==> config.mk <==
export PLATFORM = sky130hd
export DESIGN_NAME = uart_os_rx
export DESIGN_NICKNAME = d
export VERILOG_FILES = /design/src/rtl/uart_rx_pkg.sv /design/src/rtl/uart_rx_sync.sv /design/src/rtl/uart_rx_frame.sv /design/src/rtl/uart_rx_hold.sv /design/src/rtl/uart_os_rx.sv
export SDC_FILE = /design/constraint.sdc
export NUM_CORES = 1
export LEC_CHECK = 0
export BUFFER_PORTS_ARGS = -buffer_cell sky130_fd_sc_hd__buf_2
export CAP_MARGIN = 15
export CORE_AREA = 3 3 75 77
export DETAILED_ROUTE_END_ITERATION = 16
export DIE_AREA = 0 0 78 80
export MAX_ROUTING_LAYER = met4
export PLACE_DENSITY = 0.68
export SLEW_MARGIN = 25
export SYNTH_ARGS = -nofsm -noshare
export SYNTH_HDL_FRONTEND = slang
export SYNTH_SLANG_ARGS = --single-unit
==> constraint.sdc <==
create_clock -name clk -period 3.9 [get_ports clk]
set_input_delay 0.78 -clock clk [delete_from_list [all_inputs] [get_ports clk]]
set_output_delay 0.78 -clock clk [all_outputs]
set_load 0.02 [all_outputs]
==> src/rtl/uart_rx_pkg.sv <==
package uart_rx_pkg;

   typedef enum logic [2:0] {
      RX_IDLE,
      RX_START,
      RX_DATA,
      RX_PAR,
      RX_STOP
   } rx_state_e;

endpackage

==> src/rtl/uart_rx_sync.sv <==
module uart_rx_sync #(
   parameter int  STAGES  = 2,
   parameter bit  RST_VAL = 1'b1
) (
   input  logic clk,
   input  logic rst_n,
   input  logic d_async,
   output logic q_sync
);

   logic [STAGES-1:0] chain;

   genvar i;
   generate
      for (i = 0; i < STAGES; i++) begin : g_stage
         if (i == 0) begin : g_first
            always_ff @(posedge clk or negedge rst_n) begin
               if (!rst_n) chain[0] <= RST_VAL;
               else        chain[0] <= d_async;
            end
         end else begin : g_next
            always_ff @(posedge clk or negedge rst_n) begin
               if (!rst_n) chain[i] <= RST_VAL;
               else        chain[i] <= chain[i-1];
            end
         end
      end
   endgenerate

   assign q_sync = chain[STAGES-1];

endmodule

==> src/rtl/uart_rx_frame.sv <==
module uart_rx_frame
   import uart_rx_pkg::*;
#(
   parameter int MIN_BITS = 5,
   parameter int MAX_BITS = 9,
   parameter int OSR      = 16,
   parameter int LEN_W    = 3
) (
   input  logic                clk,
   input  logic                rst_n,
   input  logic                tick,
   input  logic                line,
   input  logic [LEN_W-1:0]    len_code,
   input  logic                par_en,
   input  logic                par_odd,
   input  logic                two_stop,
   output logic                done,
   output logic [MAX_BITS-1:0] word,
   output logic                done_perr,
   output logic                done_ferr
);

   localparam int CNT_W  = $clog2(OSR);
   localparam int IDX_W  = $clog2(MAX_BITS + 1);
   localparam int SPAN   = MAX_BITS - MIN_BITS;

   rx_state_e          state;
   logic [CNT_W-1:0]   cnt;
   logic [IDX_W-1:0]   idx;
   logic [IDX_W-1:0]   len_sel;
   logic [IDX_W-1:0]   lat_len;
   logic               lat_par_en;
   logic               lat_two;
   logic               par_acc;
   logic               perr_r;
   logic               ferr_r;
   logic               stop_more;
   logic               armed;
   logic               mid_pt;
   logic               end_pt;

   always_comb begin
      if (int'(len_code) > SPAN) len_sel = IDX_W'(MAX_BITS);
      else                       len_sel = IDX_W'(MIN_BITS) + IDX_W'(len_code);
   end

   assign mid_pt = (cnt == CNT_W'(OSR/2 - 1));
   assign end_pt = (cnt == CNT_W'(OSR - 1));

   always_ff @(posedge clk or negedge rst_n) begin
      if (!rst_n) begin
         state      <= RX_IDLE;
         cnt        <= '0;
         idx        <= '0;
         word       <= '0;
         lat_len    <= '0;
         lat_par_en <= 1'b0;
         lat_two    <= 1'b0;
         par_acc    <= 1'b0;
         perr_r     <= 1'b0;
         ferr_r     <= 1'b0;
         stop_more  <= 1'b0;
         armed      <= 1'b0;
         done       <= 1'b0;
         done_perr  <= 1'b0;
         done_ferr  <= 1'b0;
      end else begin
         done <= 1'b0;
         if (tick) begin
            unique case (state)
               RX_IDLE: begin
                  if (line) begin
                     armed <= 1'b1;
                  end else if (armed) begin
                     armed      <= 1'b0;
                     state      <= RX_START;
                     cnt        <= '0;
                     lat_len    <= len_sel;
                     lat_par_en <= par_en;
                     lat_two    <= two_stop;
                     par_acc    <= par_odd;
                  end
               end
               RX_START: begin
                  if (mid_pt) begin
                     cnt <= '0;
                     if (line) begin
                        state <= RX_IDLE;
                     end else begin
                        state  <= RX_DATA;
                        idx    <= '0;
                        word   <= '0;
                        perr_r <= 1'b0;
                        ferr_r <= 1'b0;
                     end
                  end else begin
                     cnt <= cnt + 1'b1;
                  end
               end
               RX_DATA: begin
                  if (end_pt) begin
                     cnt       <= '0;
                     word[idx] <= line;
                     par_acc   <= par_acc ^ line;
                     idx       <= idx + 1'b1;
                     if (idx == lat_len - 1'b1) begin
                        state     <= lat_par_en ? RX_PAR : RX_STOP;
                        stop_more <= lat_two;
                     end
                  end else begin
                     cnt <= cnt + 1'b1;
                  end
               end
               RX_PAR: begin
                  if (end_pt) begin
                     cnt    <= '0;
                     perr_r <= par_acc ^ line;
                     state  <= RX_STOP;
                  end else begin
                     cnt <= cnt + 1'b1;
                  end
               end
               RX_STOP: begin
                  if (end_pt) begin
                     cnt <= '0;
                     if (stop_more) begin
                        stop_more <= 1'b0;
                        ferr_r    <= ferr_r | ~line;
                     end else begin
                        done      <= 1'b1;
                        done_perr <= perr_r;
                        done_ferr <= ferr_r | ~line;
                        state     <= RX_IDLE;
                     end
                  end else begin
                     cnt <= cnt + 1'b1;
                  end
               end
               default: state <= RX_IDLE;
            endcase
         end
      end
   end

endmodule

==> src/rtl/uart_rx_hold.sv <==
module uart_rx_hold #(
   parameter int WORD_W      = 9,
   parameter bit KEEP_NEWEST = 1'b1
) (
   input  logic              clk,
   input  logic              rst_n,
   input  logic              done,
   input  logic [WORD_W-1:0] word_in,
   input  logic              perr_in,
   input  logic              ferr_in,
   input  logic              rd_ack,
   output logic [WORD_W-1:0] word_out,
   output logic              valid,
   output logic              perr_p,
   output logic              ferr_p,
   output logic              ovr_p
);

   logic good;
   logic load;

   assign good = done & ~perr_in & ~ferr_in;

   generate
      if (KEEP_NEWEST) begin : g_newest
         assign load = good;
      end else begin : g_oldest
         assign load = good & (~valid | rd_ack);
      end
   endgenerate

   always_ff @(posedge clk or negedge rst_n) begin
      if (!rst_n) begin
         word_out <= '0;
         valid    <= 1'b0;
         perr_p   <= 1'b0;
         ferr_p   <= 1'b0;
         ovr_p    <= 1'b0;
      end else begin
         perr_p <= done & perr_in;
         ferr_p <= done & ferr_in;
         ovr_p  <= good & valid & ~rd_ack;
         if (load) word_out <= word_in;
         if (good)        valid <= 1'b1;
         else if (rd_ack) valid <= 1'b0;
      end
   end

endmodule

==> src/rtl/uart_os_rx.sv <==
module uart_os_rx
   import uart_rx_pkg::*;
#(
   parameter int  MIN_BITS    = 5,
   parameter int  MAX_BITS    = 9,
   parameter int  OSR         = 16,
   parameter int  SYNC_STAGES = 2,
   parameter bit  KEEP_NEWEST = 1'b1,
   localparam int LEN_W       = (MAX_BITS > MIN_BITS) ? $clog2(MAX_BITS - MIN_BITS + 1) : 1
) (
   input  logic                clk,
   input  logic                rst_n,
   input  logic                os_tick,
   input  logic                rxd,
   input  logic [LEN_W-1:0]    cfg_len,
   input  logic                cfg_par_en,
   input  logic                cfg_par_odd,
   input  logic                cfg_two_stop,
   input  logic                rd_ack,
   output logic [MAX_BITS-1:0] rx_word,
   output logic                rx_valid,
   output logic                par_err,
   output logic                frame_err,
   output logic                overrun
);

   generate
      if (OSR < 4 || (OSR % 2) != 0) begin : g_bad_osr
         $error("uart_os_rx: OSR must be even and at least 4");
      end
      if (MIN_BITS < 1 || MAX_BITS < MIN_BITS) begin : g_bad_len
         $error("uart_os_rx: word length range is invalid");
      end
      if (SYNC_STAGES < 2) begin : g_bad_sync
         $error("uart_os_rx: synchronizer needs two or more stages");
      end
   endgenerate

   logic                line_s;
   logic                frame_done;
   logic [MAX_BITS-1:0] frame_word;
   logic                frame_perr;
   logic                frame_ferr;

   uart_rx_sync #(
      .STAGES  (SYNC_STAGES),
      .RST_VAL (1'b1)
   ) u_sync (
      .clk     (clk),
      .rst_n   (rst_n),
      .d_async (rxd),
      .q_sync  (line_s)
   );

   uart_rx_frame #(
      .MIN_BITS (MIN_BITS),
      .MAX_BITS (MAX_BITS),
      .OSR      (OSR),
      .LEN_W    (LEN_W)
   ) u_frame (
      .clk       (clk),
      .rst_n     (rst_n),
      .tick      (os_tick),
      .line      (line_s),
      .len_code  (cfg_len),
      .par_en    (cfg_par_en),
      .par_odd   (cfg_par_odd),
      .two_stop  (cfg_two_stop),
      .done      (frame_done),
      .word      (frame_word),
      .done_perr (frame_perr),
      .done_ferr (frame_ferr)
   );

   uart_rx_hold #(
      .WORD_W      (MAX_BITS),
      .KEEP_NEWEST (KEEP_NEWEST)
   ) u_hold (
      .clk      (clk),
      .rst_n    (rst_n),
      .done     (frame_done),
      .word_in  (frame_word),
      .perr_in  (frame_perr),
      .ferr_in  (frame_ferr),
      .rd_ack   (rd_ack),
      .word_out (rx_word),
      .valid    (rx_valid),
      .perr_p   (par_err),
      .ferr_p   (frame_err),
      .ovr_p    (overrun)
   );

endmodule

# Word-level counts from Yosys, hierarchy flattened
# Cells that the tools add are included.
[totals] reg_bits=49 inputBits=11 mem_bits_rw=0 output_inout_bits=13 latchBits=0 romBits=0 wordCells=128 mem_count=0
[classes] magnitude_cmp=3 n_addsub=4 multipliers=0 n_div=0 bitwise_logic=13 reduce_logical=20 eq_ne=17 mux=49 shifts=0
[ops] operator="4-bit two-way mux" count=8
[ops] operator="3-bit two-way mux" count=9
[ops] operator="9-bit two-way mux" count=3
[ops] operator="5-bit AND reduction" count=4
[ops] operator="1-bit two-way mux" count=18
[ops] operator="9-bit one-hot mux with 2 select lines" count=1
[ops] operator="3-bit one-hot mux with 5 select lines" count=1
[ops] operator="2-bit by 1-bit inequality test with 1-bit output (second input constant)" count=7
[ops] operator="4-bit one-hot mux with 3 select lines" count=1
[ops] operator="4-bit AND reduction" count=3
[ops] operator="2-bit nonzero test" count=6
[ops] operator="9-bit bitwise mux" count=1
[ops] operator="9-bit AND reduction" count=1
[ops] operator="4-bit by 1-bit adder with 4-bit output (second input constant)" count=2
[ops] operator="1-bit one-hot mux with 2 select lines" count=4
[ops] operator="4-bit one-hot mux with 2 select lines" count=1
[ops] operator="1-bit bitwise AND" count=6
[ops] operator="3-bit by 2-bit == test with 1-bit output (second input constant)" count=2
[ops] operator="2-bit inequality test (second input constant)" count=3
[ops] operator="6-bit AND reduction" count=1
[ops] operator="4-bit by 5-bit less-than comparator with 1-bit output (second input constant)" count=1
[ops] operator="1-bit NOT" count=5
[ops] operator="3-bit by 3-bit adder with 4-bit output (first input constant)" count=1
[ops] operator="1-bit demux with 4-bit select" count=1
[ops] operator="16 further kinds" count=16

# Logic depth before layout (Yosys ltp)
# Gate-level depths: netlist of run 1.
[logic_depth] ltp_word=7 depth_mapped=7

# Cells and area by module
# A second synthesis of run 1 with hierarchy kept.
[unflattened] hier_cells=240 hier_area_um2=2487.4
[modules_own_cells] module="uart_rx_frame" cells_each=209 instances=1 seq_area_each_um2=850.8 area_each_um2=1950.6
[modules_own_cells] module="uart_rx_hold" cells_each=29 instances=1 seq_area_each_um2=325.3 area_each_um2=484.2
[modules_own_cells] module="uart_rx_sync" cells_each=2 instances=1 seq_area_each_um2=52.6 area_each_um2=52.6

# Least setup slack after synthesis of run 1
# Ideal clock, no wire load.
[synth_path] kind="register -> register" from="reg u_frame.cnt[0]" to="reg u_frame.state[1]" required_ns=3.775 synth_period_minus_slack_ns=1.859 setup_time_ns=0.125 arrival_ns=1.734 path_stages_with_launch=7 path_slack_ns=2.041 n_path_buf=0 cell_sequence="dfrtp_1 > ha_1 > nand3_1 > o211a_1 > a211oi_1 > and2b_1 > mux2_4"
[synth_via] elab_chain_len=3 elab_cells_between_ends=7 cone_classes="eq/ne (6); reduce/logical (1)"
[synth_lines] element="from (decl)" line="uart_rx_frame.sv:28" rtl="logic [CNT_W-1:0] cnt;"
[synth_lines] element="from (signal assigned)" line="uart_rx_frame.sv:97" rtl="cnt <= cnt + 1'b1;"
[synth_lines] element="from (signal assigned)" line="uart_rx_frame.sv:111" rtl="cnt <= cnt + 1'b1;"
[synth_lines] element="from (signal assigned)" line="uart_rx_frame.sv:120" rtl="cnt <= cnt + 1'b1;"
[synth_lines] element="4-bit == test / 4-bit by 3-bit == test with 1-bit output (equally long branches)" line="uart_rx_frame.sv:48, uart_rx_frame.sv:47"
[synth_lines] element="2-bit by 1-bit inequality test with 1-bit output (no source line)"
[synth_lines] element="9-bit AND reduction (no source line) (*)"
[synth_lines] element="to (signal assigned)" line="uart_rx_frame.sv:107" rtl="state <= lat_par_en ? RX_PAR : RX_STOP;"
[synth_lines] element="to (decl)" line="uart_rx_frame.sv:27" rtl="rx_state_e state;"
# Mark *: on every way between the ends. The rest lies on a longest branch, timed or not.
# A chain may end at the register's enable or synchronous reset.

# Final worst setup path of run 1
[layout_path] from="reg u_frame.state[1]" to="reg u_frame.word[7]"
[layout_via] elab_chain_len=3 elab_cells_between_ends=8 cone_classes="eq/ne (5); mux (1); reduce/logical (2)"
[layout_lines] element="3-bit by 1-bit == test with 1-bit output / 3-bit by 2-bit == test with 1-bit output (equally long branches)" line="uart_rx_frame.sv:70" rtl="unique case (state)"
[layout_lines] element="2-bit by 1-bit inequality test with 1-bit output (no source line), or another cell as far along"
[layout_lines] element="5-bit AND reduction (no source line)"
[layout_lines] element="to (signal, indexed assignment)" line="uart_rx_frame.sv:103" rtl="word[idx] <= line;"
[layout_lines] element="to (decl)" line="uart_rx_frame.sv:18" rtl="output logic [MAX_BITS-1:0] word,"
# Several ways; a longest one is shown, not always the timed one.

==> key figures, run 1 <==
Run
  • Max_cap viols: 0

Global routing
  • Initial antenna violation count: 0
  • First-pass GRT wire length: ~8100 µm
  • Number of global-route vias before repair: about 1,700
  • All-Layer GR Usage: between 15 and 20%
  • GRT overflow: 0
  • Pin count of the biggest net entering global routing: 50

Clock network
  • Number of clock sinks: between 40 and 50
  • Worst skew pair latency: ~0.30 ns
  • CTS Hold Bufs: 0
  • Clock root cell: clkbuf_8
  • Post-CTS Setup Inserts: 0
  • CTS tree: built
  • Post-cts gate resize count: 0
  • Total CTS buffers: 5
  • Clk buf depth: 2
  • Worst-path clk slew: 0.09 ns
  • H-tree depth: 2

Synth
  • Sequential share of the synthesized area: 48.98%
  • Synth cell types: 47
  • Synth top cells by count: 47 x dfrtp_1, 30 x nand2_1, 23 x o21ai_0
  • Synth Area per Inst: roughly 10 µm²
  • Post-synthesis register bit count: 49
  • Ranking of synthesized cells by area: dfrtp_1 47%, mux2_2 6.7%, o21ai_0 4.6%, nand2_1 4.5%, ha_1 4.0%
  • Post-synth EDFFs: 0
  • Area leader, netlist: dfrtp_1
  • Post-Syn Area: 0.002509 mm²
  • Synth Warn #: 0
  • Cell count after synthesis: 252
  • Area share of the largest cell type after synthesis: a little under half
  • Post-synth top flop: dfrtp_1
  • Syn nets: 271
  • Count leader, synth: dfrtp_1
  • Asr flop ratio synth: 100.0%

Setup path
  • Critical Path Max Stage Delay: around 0.63 ns
  • Crit path cell chain: or3b_1 > or3_4 > nor3_4 > nand2_1 > nand2_1
  • CP max FO: 17
  • Crit path capture type: flop
  • Worst Path Arrival: between 2 and 2.5 ns
  • Most used cell, CP: nand2_1
  • Critical path class: reg2reg
  • Startpoint Class: flop
  • Slowest cell on crit path: dfrtp_1
  • Reg2Reg Depth: 5
  • Worst path required time: approximately 4.1 ns

Pwr
  • Power per cell area: between 500 and 600 mW/mm²
  • Pleak: about 1.3 nW
  • VDD IR-drop max: 234.3 µV

Die
  • Starting Density: 49.43%
  • Die Y: 80 µm
  • Core area: approximately 0.0051 mm²
  • Die Span X: 78 µm
  • Row Count: 26
  • IO Count: 24
  • DIE AREA: 0.006240 mm²

Routing
  • Post-DR vias/cell: 5.342
  • Residual DRC: 0
  • DRT Wirelength: 4514 µm
  • ANT nets after route: 0
  • DRT iter0 DRCs: 126
  • Drt pass-1 iters: 4
  • DR WL/cell: 13.20 µm
  • Vias after detailed routing: 1,827

Timing
  • Crit path time final: 2.112 ns
  • RSZ-0062 raised after global routing: false
  • Final Hold Violating Endpoints: 0
  • Fmax: roughly 470 MHz
  • Total Negative Setup Slacks: 0 ns
  • Period utilisation layout: 54.15%
  • Final Skew: 0.002323 ns
  • # setup viols final: 0
  • Worst Tran Pin Value: around 0.60 ns
  • Max_slew headroom: 59.71%
  • Worst setup margin: 1.788 ns
  • Pins over their slew limit: 0

Outcome
  • Status: finished clean

Final layout
  • Register Area: 0.001229 mm²
  • Multi-input logic area: 0.001170 mm²
  • Fin util: 54.29%
  • Area Overhead vs Synth: 9.825%
  • Filler Cell Count: between 400 and 500
  • Final #Nets: 290
  • Share of layout cells above drive strength 1: ~21%
  • Antenna fix cells: 0

Place
  • DP Worst Slack: between 1.5 and 2 ns
  • RePlAce Congestion: 0.8608
  • Dpl hpwl: 3301 µm
  • PortBufs: 23

Worst hold path
  • WHS Path Cells: 0
  • Hold crit path type: reg2reg
-- cell usage in the layout (no fill, tap or decap), drive strengths merged, types with 2 or more instances in the layout --
master    count
o31ai         2
clkbuf        6
o211ai        2
nor2b         5
a22o          2
or3b          2
o22ai         4
o21ai        24
nor3b         2
xnor2         3
buf          24
nand2b        3
xor2          3
a21oi        12
dfstp         2
a31oi         5
and3          2
or3           3
ha            8
nand3        10
nand2        30
inv          15
clkinvlp      2
nor2         12
nor3          9
dfrtp        47
nor4          2
mux2         16
and2          3
-- report_power, final --
| part | internal [mW] | switching, mW | leakage (nW) |
|---|---|---|---|
| clock | 0.127 | 0.170 | 0.0374 |
| combinational | 0.193 | 0.220 | 0.643 |
| sequential | 0.579 | 0.0879 | 0.648 |
| total | 0.899 | 0.479 | 1.33 |
-- through the flow --
stage / power (mW) / hold WS (ns) / instances / cell area, µm²
after floorplan: 1.006 / 0.3452 / 252 / 2509
after global placement: 1.087 / 0.3467 / 334 / 2665
after detailed placement: 1.091 / 0.3501 / 334 / 2668
after CTS: 1.391 / 0.3615 / 342 / 2755
after global routing: 1.493 / 0.3702 / 342 / 2755
final: 1.378 / 0.3602 / 342 / 2755
-- kinds of logic after synthesis --
family,synth area share [%]
buffers and inverters,4.389
AO/OA/AOI/OAI,14.36
adder cells (fa/ha/maj),3.990
multiplexers,7.331
flip-flops,48.98
AND/OR/NAND/NOR,17.96
XOR/XNOR,2.993
-- critical path, delay by kind of cell (launching register included) --
kind	cells	cell delay [ns]
flops	1	0.63
simple gates	5	1.44
-- sequential cells by signal, summed over array words and instances (netlist names), 3 cells and up --
name	count
u_frame.idx	4
u_frame.lat_len	4
u_frame.state	3
u_hold.word_out	9
u_frame.word	9
u_frame.cnt	4
-- path summary, 6_finish.rpt --
check / start / end / slack [ns]
setup / recovery: u_frame.state[1] / u_frame.word[7] / 1.79
hold / removal: u_sync.chain[0] / u_sync.q_sync / 0.36
setup reg to reg: u_frame.state[1] / u_frame.word[7] / 1.79
hold reg to reg: u_sync.chain[0] / u_sync.q_sync / 0.36
max in group asynchronous: rst_n / u_frame.cnt[1] / 3.01
min in group asynchronous: rst_n / u_hold.word_out[3] / 0.49
-- layer usage --
layer | global-route usage [%] | part of all wire [%] | wire (µm) | vias up
met5 | - | 0 | 0 | -
met4 | 5.594 | 0.84 | 38 | 0
li1 | - | - | - | 919
met2 | 25.43 | 45 | 2035 | 30
met3 | 2.709 | 3.5 | 159 | 5
met1 | 22.59 | 51 | 2281 | 873
-- area by class of cell --
class	instances	area share (%)
Multi-Input combinational cell	176	42.46
Sequential cell	49	44.60
Clock inverter	2	0.5450
Tap cell	70	3.179
Timing Repair Buffer	24	4.541
Inverter	15	2.044
Clock buffer	6	2.634
Note: power is estimated with default switching activity, not from simulation.
==> run 2, diff against run 1 <==
==> constraint.sdc (replaced) <==
create_clock -name clk -period 2.2 [get_ports clk]
set_input_delay 0.44 -clock clk [delete_from_list [all_inputs] [get_ports clk]]
set_output_delay 0.44 -clock clk [all_outputs]
set_load 0.02 [all_outputs]
==> run 2 against run 1 <==
- routed wire length rose by 5.7%
- via count rose by 3.4%
- register-to-register slack got worse by 1.6 ns
- maximum frequency is 2.8% higher
- first-iteration DRC count fell by 25%
==> key figures, run 2 (synthesis gave the netlist of run 1 again) <==
Timing
  • Worst setup margin: 0.1449 ns
  • Final Skew: 0.007427 ns
  • RSZ-0062 raised after global routing: false
  • Max_slew headroom: 68.45%
  • Period utilisation layout: 93.41%
  • Total Negative Setup Slacks: 0 ns
  • Crit path time final: just over 2 ns
  • Worst Tran Pin Value: 0.4732 ns
  • Pins over their slew limit: 0
  • # setup viols final: 0
  • Fmax: 486.6 MHz
  • Final Hold Violating Endpoints: 0
  • WHS: 0.01129 ns

Routing
  • Vias after detailed routing: 1,889
  • Drt pass-1 iters: 4
  • ANT nets after route: 0
  • DRT met1 WL: 2237 µm
  • Residual DRC: 0
  • Max Used Layer: met4
  • DRT Wirelength: about 4800 µm
  • DRT iter0 DRCs: 94
  • Met3 Routed Length: around 250 µm
  • Post-DR vias/cell: 5.428
  • Met2 WL post-DR: 2215 µm
  • DR WL/cell: between 10 and 15 µm

Global routing
  • GRT overflow: 0
  • Initial antenna violation count: 0
  • All-Layer GR Usage: between 15 and 20%
  • Pin count of the biggest net entering global routing: 21
  • First-pass GRT wire length: 8562 µm
  • Number of global-route vias before repair: between 1,500 and 2,000

Setup path
  • Critical path class: reg2reg
  • Worst Path Arrival: 2.25 ns
  • Reg2Reg Depth: 4
  • Reg2Reg Launch Point: u_frame.state[1]
  • Worst path required time: 2.39 ns
  • Startpoint Class: flop
  • R2R Setup Slk: 0.14 ns
  • Crit path capture type: flop
  • CP max FO: 17
  • Crit Reg-Reg Endpoint: u_frame.state[1]

Outcome
  • Status: finished clean

Die
  • Row Count: 26
  • IO Count: 24
  • Die Y: around 80 µm
  • Core area: 0.005075 mm²
  • Starting Density: 49.43%
  • DIE AREA: roughly 0.0062 mm²
  • Die Span X: 78 µm

Clock network
  • Post-CTS Setup Inserts: 0
  • Number of clock sinks: 49
  • CTS Hold Bufs: 0
  • Post-cts gate resize count: 0
  • Clock root cell: clkbuf_8
  • Worst skew pair latency: 0.30 ns
  • H-tree depth: 2
  • Worst-path clk slew: 0.09 ns
  • Total CTS buffers: 5
  • CTS tree: built
  • Clk buf depth: 2

Run
  • Max_cap viols: 0

Final layout
  • Share of layout cells above drive strength 1: 22.30%
  • Area Overhead vs Synth: 12.32%
  • Final instance area: 0.002818 mm²
  • Antenna fix cells: 0
  • Filler Cell Count: ~480
  • Most common cell after layout, fill and taps aside: dfrtp_1
  • Biggest regs: u_frame.word: 9 flops, u_hold.word_out: 9 flops
  • Final #Nets: 296
  • Most frequent cells in the layout: 47 x dfrtp_1, 30 x nand2_1, 23 x o21ai_0, 23 x buf_2

Place
  • Dpl hpwl: 3588 µm
  • DP Worst Slack: 0.1810 ns
  • RePlAce Congestion: 0.8798
  • Dpl cell area: 0.002710 mm²
  • PortBufs: 23

Worst hold path
  • Hold crit path type: in2async

Pwr
  • Pleak: ~1.4 nW
  • Power per cell area: 919.9 mW/mm²
  • Total power: 2.592 mW
  • VDD IR-drop max: between 400 and 500 µV
==> run 2: changes by cell type in the layout (fill, tap and decap cells not counted), sizes merged <==
cell      before  now
buf           24   30
clkinvlp       2    0
bufinv         0    1
clkinv         0    1
==> run 2: worst max-delay path by stage <==
stage	from	endpoint	depth (start not counted)
5_1_grt	u_frame.state[1]	u_frame.state[1]	4
3_5_place_dp	u_frame.state[1]	u_frame.state[1]	4
6_report	u_frame.state[1]	u_frame.state[1]	4
2_1_floorplan	u_frame.cnt[0]	u_frame.state[1]	6
3_3_place_gp	u_frame.state[1]	u_frame.state[1]	4
4_1_cts	u_frame.state[1]	u_frame.state[1]	4
==> run 2: critical path, cell delays in order (launching register included) <==
cell	delay [ns]
dfrtp_1	0.56
or3b_2	0.58
a31oi_1	0.26
and2b_1	0.25
mux2_4	0.29
==> run 2: cell type report <==
class                   instances  area, µm²  area share, %
clock inverters                 2      35.03          1.243
repair buffers                 30      167.7          5.950
multi-input cells             176       1170          41.52
well taps                      70      87.58          3.108
clock buffers                   6      72.57          2.575
flip-flops and latches         49       1229          43.61
inverters                      15      56.30          1.998
==> run 2: power breakdown <==
group | internal (mW) | total (mW) | switching, mW
Clock | 0.337 | 0.624 | 0.286
Sequential | 1.03 | 1.19 | 0.165
Combinational | 0.368 | 0.776 | 0.408
==> run 2: routing by layer <==
metal | vias to the layer above | track usage (%)
met4 | 0 | 6.119
li1 | 932 | -
met5 | - | -
met1 | 903 | 22.83
met2 | 47 | 27.83
met3 | 7 | 3.725
==> run 2: per-stage QoR <==
| step | instances | util [%] |
|---|---|---|
| 6_report | 348 | 55.52 |
| 5_1_grt | 348 | 55.52 |
| 4_1_cts | 348 | 55.52 |
| 3_5_place_dp | 340 | 53.40 |
| 3_3_place_gp | 340 | 53.40 |
| 2_1_floorplan | 252 | - |
